### config.mk
export PLATFORM = sky130hd
export DESIGN_NAME = xlat_fanout
export DESIGN_NICKNAME = d
export VERILOG_FILES = /design/src/rtl/xlat_fanout_pkg.sv /design/src/rtl/xlat_fanout_seq.sv /design/src/rtl/xlat_fanout_mask.sv /design/src/rtl/xlat_fanout_addr.sv /design/src/rtl/xlat_fanout.sv
export SDC_FILE = /design/constraint.sdc
export NUM_CORES = 1
export LEC_CHECK = 0
export BUFFER_PORTS_ARGS = -buffer_cell sky130_fd_sc_hd__buf_2
export CAP_MARGIN = 20
export CORE_ASPECT_RATIO = 1.4
export CORE_MARGIN = 2
export CORE_UTILIZATION = 30
export CTS_CLUSTER_SIZE = 40
export DETAILED_ROUTE_END_ITERATION = 6
export PLACE_DENSITY = 0.65
export SLEW_MARGIN = 20
export SYNTH_ARGS = -nofsm -noshare
export SYNTH_HDL_FRONTEND = slang
export SYNTH_SLANG_ARGS = --single-unit
### constraint.sdc
create_clock -name clk -period 2.6 [get_ports clk]
set_input_delay 0.39 -clock clk [delete_from_list [all_inputs] [get_ports clk]]
set_output_delay 0.39 -clock clk [all_outputs]
set_load 0.03 [all_outputs]
### src/rtl/xlat_fanout_pkg.sv
package xlat_fanout_pkg;
   typedef enum logic [1:0] {
      ST_IDLE  = 2'd0,
      ST_SEND  = 2'd1,
      ST_FAULT = 2'd2
   } fan_state_e;
endpackage

### src/rtl/xlat_fanout_seq.sv
module xlat_fanout_seq
   import xlat_fanout_pkg::*;
#(
   parameter int MAX_MBR = 8,
   localparam int CNT_W = $clog2(MAX_MBR + 1),
   localparam int IDX_W = $clog2(MAX_MBR)
) (
   input  logic             clk,
   input  logic             rst_n,
   input  logic             start_req,
   input  logic [CNT_W-1:0] start_cnt,
   output logic             idle,
   output logic             accept,
   output logic             sending,
   output logic             fault,
   output logic             last,
   output logic [IDX_W-1:0] idx
);
   fan_state_e       state;
   logic [CNT_W-1:0] cnt;

   assign idle    = (state == ST_IDLE);
   assign accept  = start_req && idle;
   assign sending = (state == ST_SEND);
   assign fault   = (state == ST_FAULT);
   assign last    = sending && ((CNT_W'(idx) + CNT_W'(1)) == cnt);

   always_ff @(posedge clk or negedge rst_n) begin
      if (!rst_n) begin
         state <= ST_IDLE;
         idx   <= '0;
         cnt   <= '0;
      end else begin
         unique case (state)
            ST_IDLE: begin
               if (accept) begin
                  idx <= '0;
                  cnt <= start_cnt;
                  state <= (start_cnt == '0) ? ST_FAULT : ST_SEND;
               end
            end
            ST_SEND: begin
               if (last) begin
                  state <= ST_IDLE;
                  idx   <= '0;
               end else begin
                  idx <= idx + 1'b1;
               end
            end
            ST_FAULT: state <= ST_IDLE;
            default:  state <= ST_IDLE;
         endcase
      end
   end

   // within a burst the member index steps by exactly one
   assert_index_step_R3: assert property (@(posedge clk) disable iff (!rst_n)
      (sending && !last) |=> (sending && idx == IDX_W'($past(idx) + 1'b1)));

   // an empty group goes to the fault cycle
   assert_empty_fault_R9: assert property (@(posedge clk) disable iff (!rst_n)
      (accept && start_cnt == '0) |=> fault);

   // member count never exceeds the storage depth
   assert_count_bound_R2: assert property (@(posedge clk) disable iff (!rst_n)
      accept |-> (start_cnt <= CNT_W'(MAX_MBR)));
endmodule

### src/rtl/xlat_fanout_mask.sv
module xlat_fanout_mask #(
   parameter int PA_W = 40,
   localparam int SH_W = $clog2(PA_W)
) (
   input  logic [SH_W-1:0] pg_shift,
   output logic [PA_W-1:0] mask
);
   // one comparator per address bit: bit b is inside the page offset when b < shift
   for (genvar b = 0; b < PA_W; b++) begin : g_bit
      assign mask[b] = (SH_W'(b) < pg_shift);
   end
endmodule

### src/rtl/xlat_fanout_addr.sv
module xlat_fanout_addr #(
   parameter int PA_W = 40
) (
   input  logic            clk,
   input  logic            rst_n,
   input  logic            valid,
   input  logic            leader,
   input  logic [PA_W-1:0] ret_paddr,
   input  logic [PA_W-1:0] mask,
   input  logic [PA_W-1:0] va_low,
   output logic [PA_W-1:0] paddr
);
   logic [PA_W-1:0] page_base;

   assign page_base = ret_paddr & ~mask;
   assign paddr     = leader ? ret_paddr : (page_base | (va_low & mask));

   // a non-leader address keeps the member offset and the translated page
   assert_member_offset_R4: assert property (@(posedge clk) disable iff (!rst_n)
      (valid && !leader) |->
         (((paddr & mask) == (va_low & mask)) && ((paddr & ~mask) == (ret_paddr & ~mask))));
endmodule

### src/rtl/xlat_fanout.sv
module xlat_fanout #(
   parameter int VA_W    = 48,
   parameter int PA_W    = 40,
   parameter int MAX_MBR = 8,
   parameter int GRP_W   = 4,
   parameter int NPORT   = 4,
   parameter int HIT_W   = 2,
   localparam int CNT_W  = $clog2(MAX_MBR + 1),
   localparam int IDX_W  = $clog2(MAX_MBR),
   localparam int PORT_W = $clog2(NPORT),
   localparam int SH_W   = $clog2(PA_W)
) (
   input  logic              clk,
   input  logic              rst_n,
   input  logic              cmp_valid,
   output logic              cmp_ready,
   input  logic [GRP_W-1:0]  cmp_grp,
   input  logic [PA_W-1:0]   cmp_paddr,
   input  logic [SH_W-1:0]   cmp_pg_shift,
   input  logic              cmp_uncache,
   input  logic              cmp_entry_valid,
   input  logic [VA_W-1:0]   cmp_ent_vpage,
   input  logic [PA_W-1:0]   cmp_ent_ppage,
   input  logic [HIT_W-1:0]  cmp_hit_lvl,
   output logic [GRP_W-1:0]  mbr_grp,
   output logic [IDX_W-1:0]  mbr_idx,
   input  logic [CNT_W-1:0]  grp_count,
   input  logic [VA_W-1:0]   mbr_vaddr,
   input  logic [PORT_W-1:0] mbr_port,
   input  logic              mbr_prefetch,
   output logic              rsp_valid,
   output logic [PORT_W-1:0] rsp_port,
   output logic              rsp_leader,
   output logic [PA_W-1:0]   rsp_paddr,
   output logic              rsp_uncache,
   output logic              rsp_entry_valid,
   output logic [VA_W-1:0]   rsp_ent_vpage,
   output logic [PA_W-1:0]   rsp_ent_ppage,
   output logic [HIT_W-1:0]  rsp_hit_lvl,
   output logic              rsp_pop_level,
   output logic              rel_valid,
   output logic [GRP_W-1:0]  rel_grp,
   output logic              err_empty
);
   if (PA_W > VA_W) begin : g_bad_width
      $error("physical address wider than virtual address");
   end
   if (MAX_MBR < 2) begin : g_bad_depth
      $error("group depth must be at least 2");
   end
   if (NPORT < 2) begin : g_bad_ports
      $error("at least two return ports required");
   end

   logic              idle, accept, sending, fault, last;
   logic [IDX_W-1:0]  idx;
   logic [GRP_W-1:0]  cap_grp;
   logic [PA_W-1:0]   cap_paddr, cap_ppage;
   logic [SH_W-1:0]   cap_shift;
   logic              cap_uncache, cap_evalid;
   logic [VA_W-1:0]   cap_vpage;
   logic [HIT_W-1:0]  cap_hit;
   logic [PA_W-1:0]   pg_mask;

   xlat_fanout_seq #(.MAX_MBR(MAX_MBR)) u_seq (
      .clk(clk), .rst_n(rst_n), .start_req(cmp_valid), .start_cnt(grp_count),
      .idle(idle), .accept(accept), .sending(sending), .fault(fault),
      .last(last), .idx(idx)
   );

   always_ff @(posedge clk or negedge rst_n) begin
      if (!rst_n) begin
         cap_grp     <= '0;
         cap_paddr   <= '0;
         cap_ppage   <= '0;
         cap_shift   <= '0;
         cap_uncache <= 1'b0;
         cap_evalid  <= 1'b0;
         cap_vpage   <= '0;
         cap_hit     <= '0;
      end else if (accept) begin
         cap_grp     <= cmp_grp;
         cap_paddr   <= cmp_paddr;
         cap_ppage   <= cmp_ent_ppage;
         cap_shift   <= cmp_pg_shift;
         cap_uncache <= cmp_uncache;
         cap_evalid  <= cmp_entry_valid;
         cap_vpage   <= cmp_ent_vpage;
         cap_hit     <= cmp_hit_lvl;
      end
   end

   xlat_fanout_mask #(.PA_W(PA_W)) u_mask (
      .pg_shift(cap_shift), .mask(pg_mask)
   );

   xlat_fanout_addr #(.PA_W(PA_W)) u_addr (
      .clk(clk), .rst_n(rst_n), .valid(sending), .leader(rsp_leader),
      .ret_paddr(cap_paddr), .mask(pg_mask), .va_low(mbr_vaddr[PA_W-1:0]),
      .paddr(rsp_paddr)
   );

   // membership read: the incoming group while idle, the captured one while busy
   assign mbr_grp   = idle ? cmp_grp : cap_grp;
   assign mbr_idx   = idx;
   assign cmp_ready = idle;

   assign rsp_valid       = sending;
   assign rsp_leader      = sending && (idx == '0);
   assign rsp_port        = mbr_port;
   assign rsp_uncache     = cap_uncache;
   assign rsp_entry_valid = cap_evalid;
   assign rsp_ent_vpage   = cap_vpage;
   assign rsp_ent_ppage   = cap_ppage;
   assign rsp_hit_lvl     = cap_hit;
   assign rsp_pop_level   = sending && !mbr_prefetch;

   assign rel_valid = last || fault;
   assign rel_grp   = cap_grp;
   assign err_empty = fault;

   // a release is a single-cycle pulse
   assert_release_once_R8: assert property (@(posedge clk) disable iff (!rst_n)
      rel_valid |=> !rel_valid);

   // the empty-group error releases the entry and sends nothing
   assert_empty_release_R9: assert property (@(posedge clk) disable iff (!rst_n)
      err_empty |-> (rel_valid && !rsp_valid));

   // a non-empty group starts with the leader right after acceptance
   assert_leader_first_R3: assert property (@(posedge clk) disable iff (!rst_n)
      (cmp_valid && cmp_ready && grp_count != '0) |=> (rsp_valid && rsp_leader));

   // no new translation is taken while responses are going out
   assert_busy_not_ready_R2: assert property (@(posedge clk) disable iff (!rst_n)
      rsp_valid |-> !cmp_ready);
endmodule

Word-level counts from Yosys, hierarchy flattened
Cells that the tools add are included.
{ "totals": {"inputBits": 200, "regBits": 151, "word_cells": 84} }
{ "classes": {"order_cmp": 40, "n_mux": 9, "n_bitwise": 4, "reduce_logical": 13, "addsub": 2, "eq_ne": 5} }
{ "ops": {"columns": ["cell", "count"], "rows": [
  ["$lt 5x6->1 const A", 16],
  ["$and 40x40->40", 2],
  ["$lt 4x6->1 const A", 8],
  ["$lt 6x6->1 const A", 8],
  ["$mux 40", 1],
  ["$not 40->40", 1],
  ["$or 40x40->40", 1],
  ["$lt 3x6->1 const A", 4],
  ["$lt 1x6->1 const A", 2],
  ["$lt 2x6->1 const A", 2],
  ["$mux 2", 3],
  ["$mux 3", 2],
  ["$pmux 3 s2", 1],
  ["$reduce_and 2->1", 3],
  ["$add 3x1->4 const B", 1],
  ["$eq 4x4->1", 1],
  ["$logic_and 1x1->1", 4],
  ["$logic_not 4->1", 1],
  ["$mux 4", 1],
  ["$ne 2x1->1 const B", 2],
  ["$pmux 2 s2", 1],
  ["$add 3x1->3 const B", 1],
  ["$logic_not 3->1", 1],
  ["$eq 2x1->1 const B", 1],
  ["other kinds (5)", 5]
]} }

Longest topological paths before layout
{ "logic_depth": {"word_depth": 5, "ltp_mapped": 8} }

Hierarchy
A second synthesis with hierarchy kept.
{ "unflattened": {"hier_cells": 506, "area_unflattened_um2": 7274.5} }
{ "by_module_without_submodules": {"columns": ["module", "instances", "cells_each", "area_each_um2"], "rows": [
  ["xlat_fanout", 1, 309, 5676.7],
  ["xlat_fanout_addr", 1, 84, 720.7],
  ["xlat_fanout_seq", 1, 38, 451.7],
  ["xlat_fanout_mask", 1, 75, 425.4]
]} }

Worst setup path before layout
OpenSTA, ideal clock, no wires.
{ "synth_path": {"path_type": "reg-to-output", "from": "register u_seq.idx[0]", "to": "output port rsp_paddr[24]", "stages_incl_launch_ff": 8, "path_slack_ns": 0.264, "arrival_ns": 1.946, "t_required_ns": 2.210, "n_path_buf": 0, "path_cell_list": "dfrtp_1 > inv_1 > ha_1 > nand4bb_4 > inv_4 > nor3_4 > a21boi_1 > mux2_1"} }
{ "synth_between": {"elab_chain_cells": 3} }
{ "synth_rtl": {"columns": ["element", "line", "source"], "rows": [
  ["start, declared", "xlat_fanout_seq.sv:17", "output logic [IDX_W-1:0] idx"],
  ["start signal, assigned", "xlat_fanout_seq.sv:47", "idx <= idx + 1'b1;"],
  ["$logic_not 3->1", "xlat_fanout.sv:109", "assign rsp_leader = sending && (idx == '0);"],
  ["$logic_and 1x1->1", "xlat_fanout.sv:109", null],
  ["$mux 40", "xlat_fanout_addr.sv:16", "assign paddr = leader ? ret_paddr : (page_base | (va_low & mask));"],
  ["end, declared", "xlat_fanout.sv:34", "output logic [PA_W-1:0] rsp_paddr,"]
]} }
No other way between the ends.

Worst setup path in the final report
{ "layout_path": {"from": "register u_seq.idx[1]", "to": "output port rsp_paddr[13]"} }
The elaborated chain is that of the path after synthesis.

==> impl_metrics.py <==
metrics = {
    "critical_path": {
        "cp.arrival_ns": 2.19,
        "cp-end-kind": "primary output",
        "r2r_end": "rsp_ent_ppage[15]",
        "r2r-start": "u_seq.state[0]",
        "ff2ff_setup_slack_ns": 0.86,
        "crit_fanout": 6,
        "worst-setup-path-type": "flop to primary output",
        "endpoint": "rsp_paddr[13]",
        "critPathLaunch": "u_seq.idx[1]",
        "reg2reg_depth": 5,
        "start_kind": "flop",
        "cp.required_ns": 2.21,
    },
    "timing": {
        "fin_crit_sh_pct": 99.4,
        "clock.fmax_ghz": 0.387,
        "drv_slew": 0,
        "finalHoldViolations": 0,
        "whs_ns": 0.154,
        "slew_headroom_pct": 59.8,
        "worst_slew_pin_slew_ns": 0.600,
        "setup_violations": 0,
        "period_minus_slack_ns": 2.58,
        "finalWorstSetupSlack_ns": 0.0163,
        "clock-skew-final_ns": 0.00763,
        "setup_tns_ns": 0,
        "rsz0062_at_grt": "yes",
    },
    "synth": {
        "ys_ff_latch": 151,
        "seq_area_frac_synth_pct": 55.5,
        "syn_area_mm2": 0.00681,
        "synth_cells": 781,
        "synth.area.top_cells": "dfrtp_1, nand2_1, mux2_2, a21oi_1, buf_2",
        "synth_cell_types": 45,
        "yosys.area.top_type": "dfrtp_1",
        "synth.mux.area_fraction_pct": 7.00,
        "post-synth-top-area-fraction_pct": 55.5,
        "async_flop_share_pct": 100,
        "synth-main-ff-cell": "dfrtp_1",
        "synth_compound_area_share_pct": 3.71,
        "synth_edf_count": 0,
        "synth-simple-area-share_pct": 29.1,
        "synth_fa_ha_area_share_pct": 0.367,
        "avgSynthCellArea_um2": 8.72,
        "syn_nets": 983,
        "synth_top_family_by_area": "simple AND/OR/NAND/NOR gates",
        "synth_xor_area_share_pct": 0.735,
        "synth-warning-count": 0,
    },
    "global_routing": {
        "antenna_found_initial": 5,
        "grt_use_met1_pct": 21.9,
        "overflow": 0,
        "grt_max_degree": 90,
        "grt_pass1_wl_um": 33700,
        "use_met3_pct": 4.39,
        "use_met2_pct": 30.6,
        "grt_use_total_pct": 18.1,
        "grt_pass1_vias": 6214,
        "grt.busiest_layer": "met2",
    },
    "clock_tree": {
        "clock_latency_ns": 0.42,
        "clock-root-buffer": "clkbuf_16",
        "path_clk_slew_ns": 0.07,
        "cts_tree": "yes",
        "cts_buffers": 17,
        "clock-sinks": 151,
        "cts-htree-levels": 4,
        "clockBufferDepth": 2,
    },
    "placed_design": {
        "hpwlAfterDp_um": 16000,
        "portBuffers": 338,
        "pre_cts_ws_ns": 0.237,
        "place_congestion": 0.851,
    },
    "routing": {
        "wl_um": 22200,
        "firstDrtPassIters": 5,
        "vias": 6311,
        "via_per_inst": 4.38,
        "wl_per_cell_um": 15.4,
        "detail-route-antenna-nets": 0,
        "drt-initial-drc-count": 306,
        "drcViolationCount": 0,
    },
    "die": {
        "rows": 65,
        "die_x_um": 131,
        "io_pins": 351,
        "die_h_um": 182,
        "start_util_pct": 30.3,
        "die_area_mm2": 0.0239,
        "core_mm2": 0.0224,
    },
    "cells_and_area": {
        "nets": 1326,
        "multi_input_area_mm2": 0.00308,
        "final_cell_mix": "nand2_1, buf_2, dfrtp_1",
        "seqCellArea_mm2": 0.00379,
        "n_fill_cell": 2279,
        "drive_gt1_share_pct": 44.1,
        "area_delta_synth_final_pct": 44.8,
        "final_common_cell": "nand2_1",
    },
    "pwr": {
        "clockPowerShare_pct": 15.6,
        "p_leak_nw": 5.49,
        "switchingPower_w": 0.00707,
        "powerDensity_mw_per_mm2": 1500,
        "p_seq_share_pct": 28.2,
        "p_int_w": 0.00770,
        "p_comb_share_pct": 56.2,
        "switching_share_pct": 47.9,
        "peakVddDrop_mv": 0.530,
    },
    "outcome": {
        "status": "finished clean",
    },
    "hold_path": {
        "hp-class": "primary input to flop",
    },
    "job": {
        "maxCapViolations": 0,
    },
}
-- synthesized netlist by cell type (2+ instances only) --
library cell  instances
mux2_2               38
ha_1                  2
a22oi_1               2
o21ai_0               7
xnor2_1               2
nor2_1               11
buf_6                 2
nor3_4                2
buf_1                 3
mux2_1                3
and3_1                2
nand2_1             450
clkbuf_1             12
nand3_1               6
a21boi_1              2
nor2_2                2
inv_1                 6
a21oi_1              26
a31oi_1               3
buf_4                 5
buf_2                20
dfrtp_1             151
nor3b_2               2
-- state kept, by name (all words and copies together) (netlist names) --
name and cells:
cap_shift 6, rsp_ent_vpage 48, rel_grp 4, rsp_uncache 1
cap_paddr 40, rsp_ent_ppage 40, rsp_entry_valid 1, u_seq.idx 3
rsp_hit_lvl 2, u_seq.state 2, u_seq.cnt 4
-- metal layers --
metal / share of wire (%) / wire length, um / vias up
met5: 0.059 / 13 / -
met4: 2.4 / 540 / 2
met3: 5.2 / 1150 / 31
met2: 50 / 11100 / 201
met1: 42 / 9390 / 2938
li1: - / - / 3139
-- area by class of cell --
type,instances,share of cell area (%)
antenna,5,0.127
clock buffer,21,4.57
clock inverter,8,0.799
inverter,7,0.343
multi-input combinational,581,31.3
sequential,151,38.4
tap,301,3.82
timing repair buffer,366,20.7
-- power by group through the flow --
stage | sequential [W] | combinational (W) | clock (W)
floorplan | 0.00542 | 0.00392 | 0
global placement | 0.00411 | 0.00741 | 0
detailed placement | 0.00413 | 0.00748 | 0
CTS | 0.00413 | 0.00791 | 0.00239
global route | 0.00432 | 0.00889 | 0.00247
finish | 0.00416 | 0.00831 | 0.00230
-- critical path, stage by stage (launching register included) --
cell and delay, ns:
dfrtp_1 0.39, inv_2 0.07, ha_4 0.13, nand4bb_4 0.22, and3_4 0.27, a21oi_2 0.16, mux2_2 0.34, buf_2 0.17
-- what timing repair did --
action | CTS | global route
endpoints found under the hold margin | 56 | 0
pin swaps | 4 | 10
setup endpoints to repair | 30 | 38
buffers inserted | 8 | 8
cloned | 0 | 0
hold buffers | 1 | 0
resized for setup | 51 | 58
-- logic make-up after synthesis --
group | count (synthesis)
compound gates | 45
buf+inv | 49
mux | 42
xor+xnor | 4
simple gates | 488
flops | 151
fa+ha+maj | 2
-- how the worst min path moves through the flow --
stage | start | end | slack, ns | cells past startpoint
3_5_place_dp | rst_n | rsp_ent_ppage[4] | 0.43 | 1
6_report | cmp_ent_vpage[13] | rsp_ent_vpage[13] | 0.15 | 3
5_1_grt | cmp_ent_ppage[11] | rsp_ent_ppage[11] | 0.14 | 3
3_3_place_gp | rst_n | rsp_ent_ppage[4] | 0.42 | 1
4_1_cts | cmp_ent_ppage[22] | rsp_ent_ppage[22] | 0.13 | 3
2_1_floorplan | rst_n | cap_paddr[0] | 0.09 | 0
-- per-stage QoR --
step	utilization (%)	power, W	instance area [um2]	instances
after detailed placement	39.3	0.0116	8810	1389
after global placement	39.3	0.0115	8810	1389
final	43.9	0.0148	9860	1440
after CTS	42.7	0.0144	9590	1427
after floorplan	-	0.00933	6810	781
after global routing	43.9	0.0157	9860	1438
(Power assumes the default switching activity.)
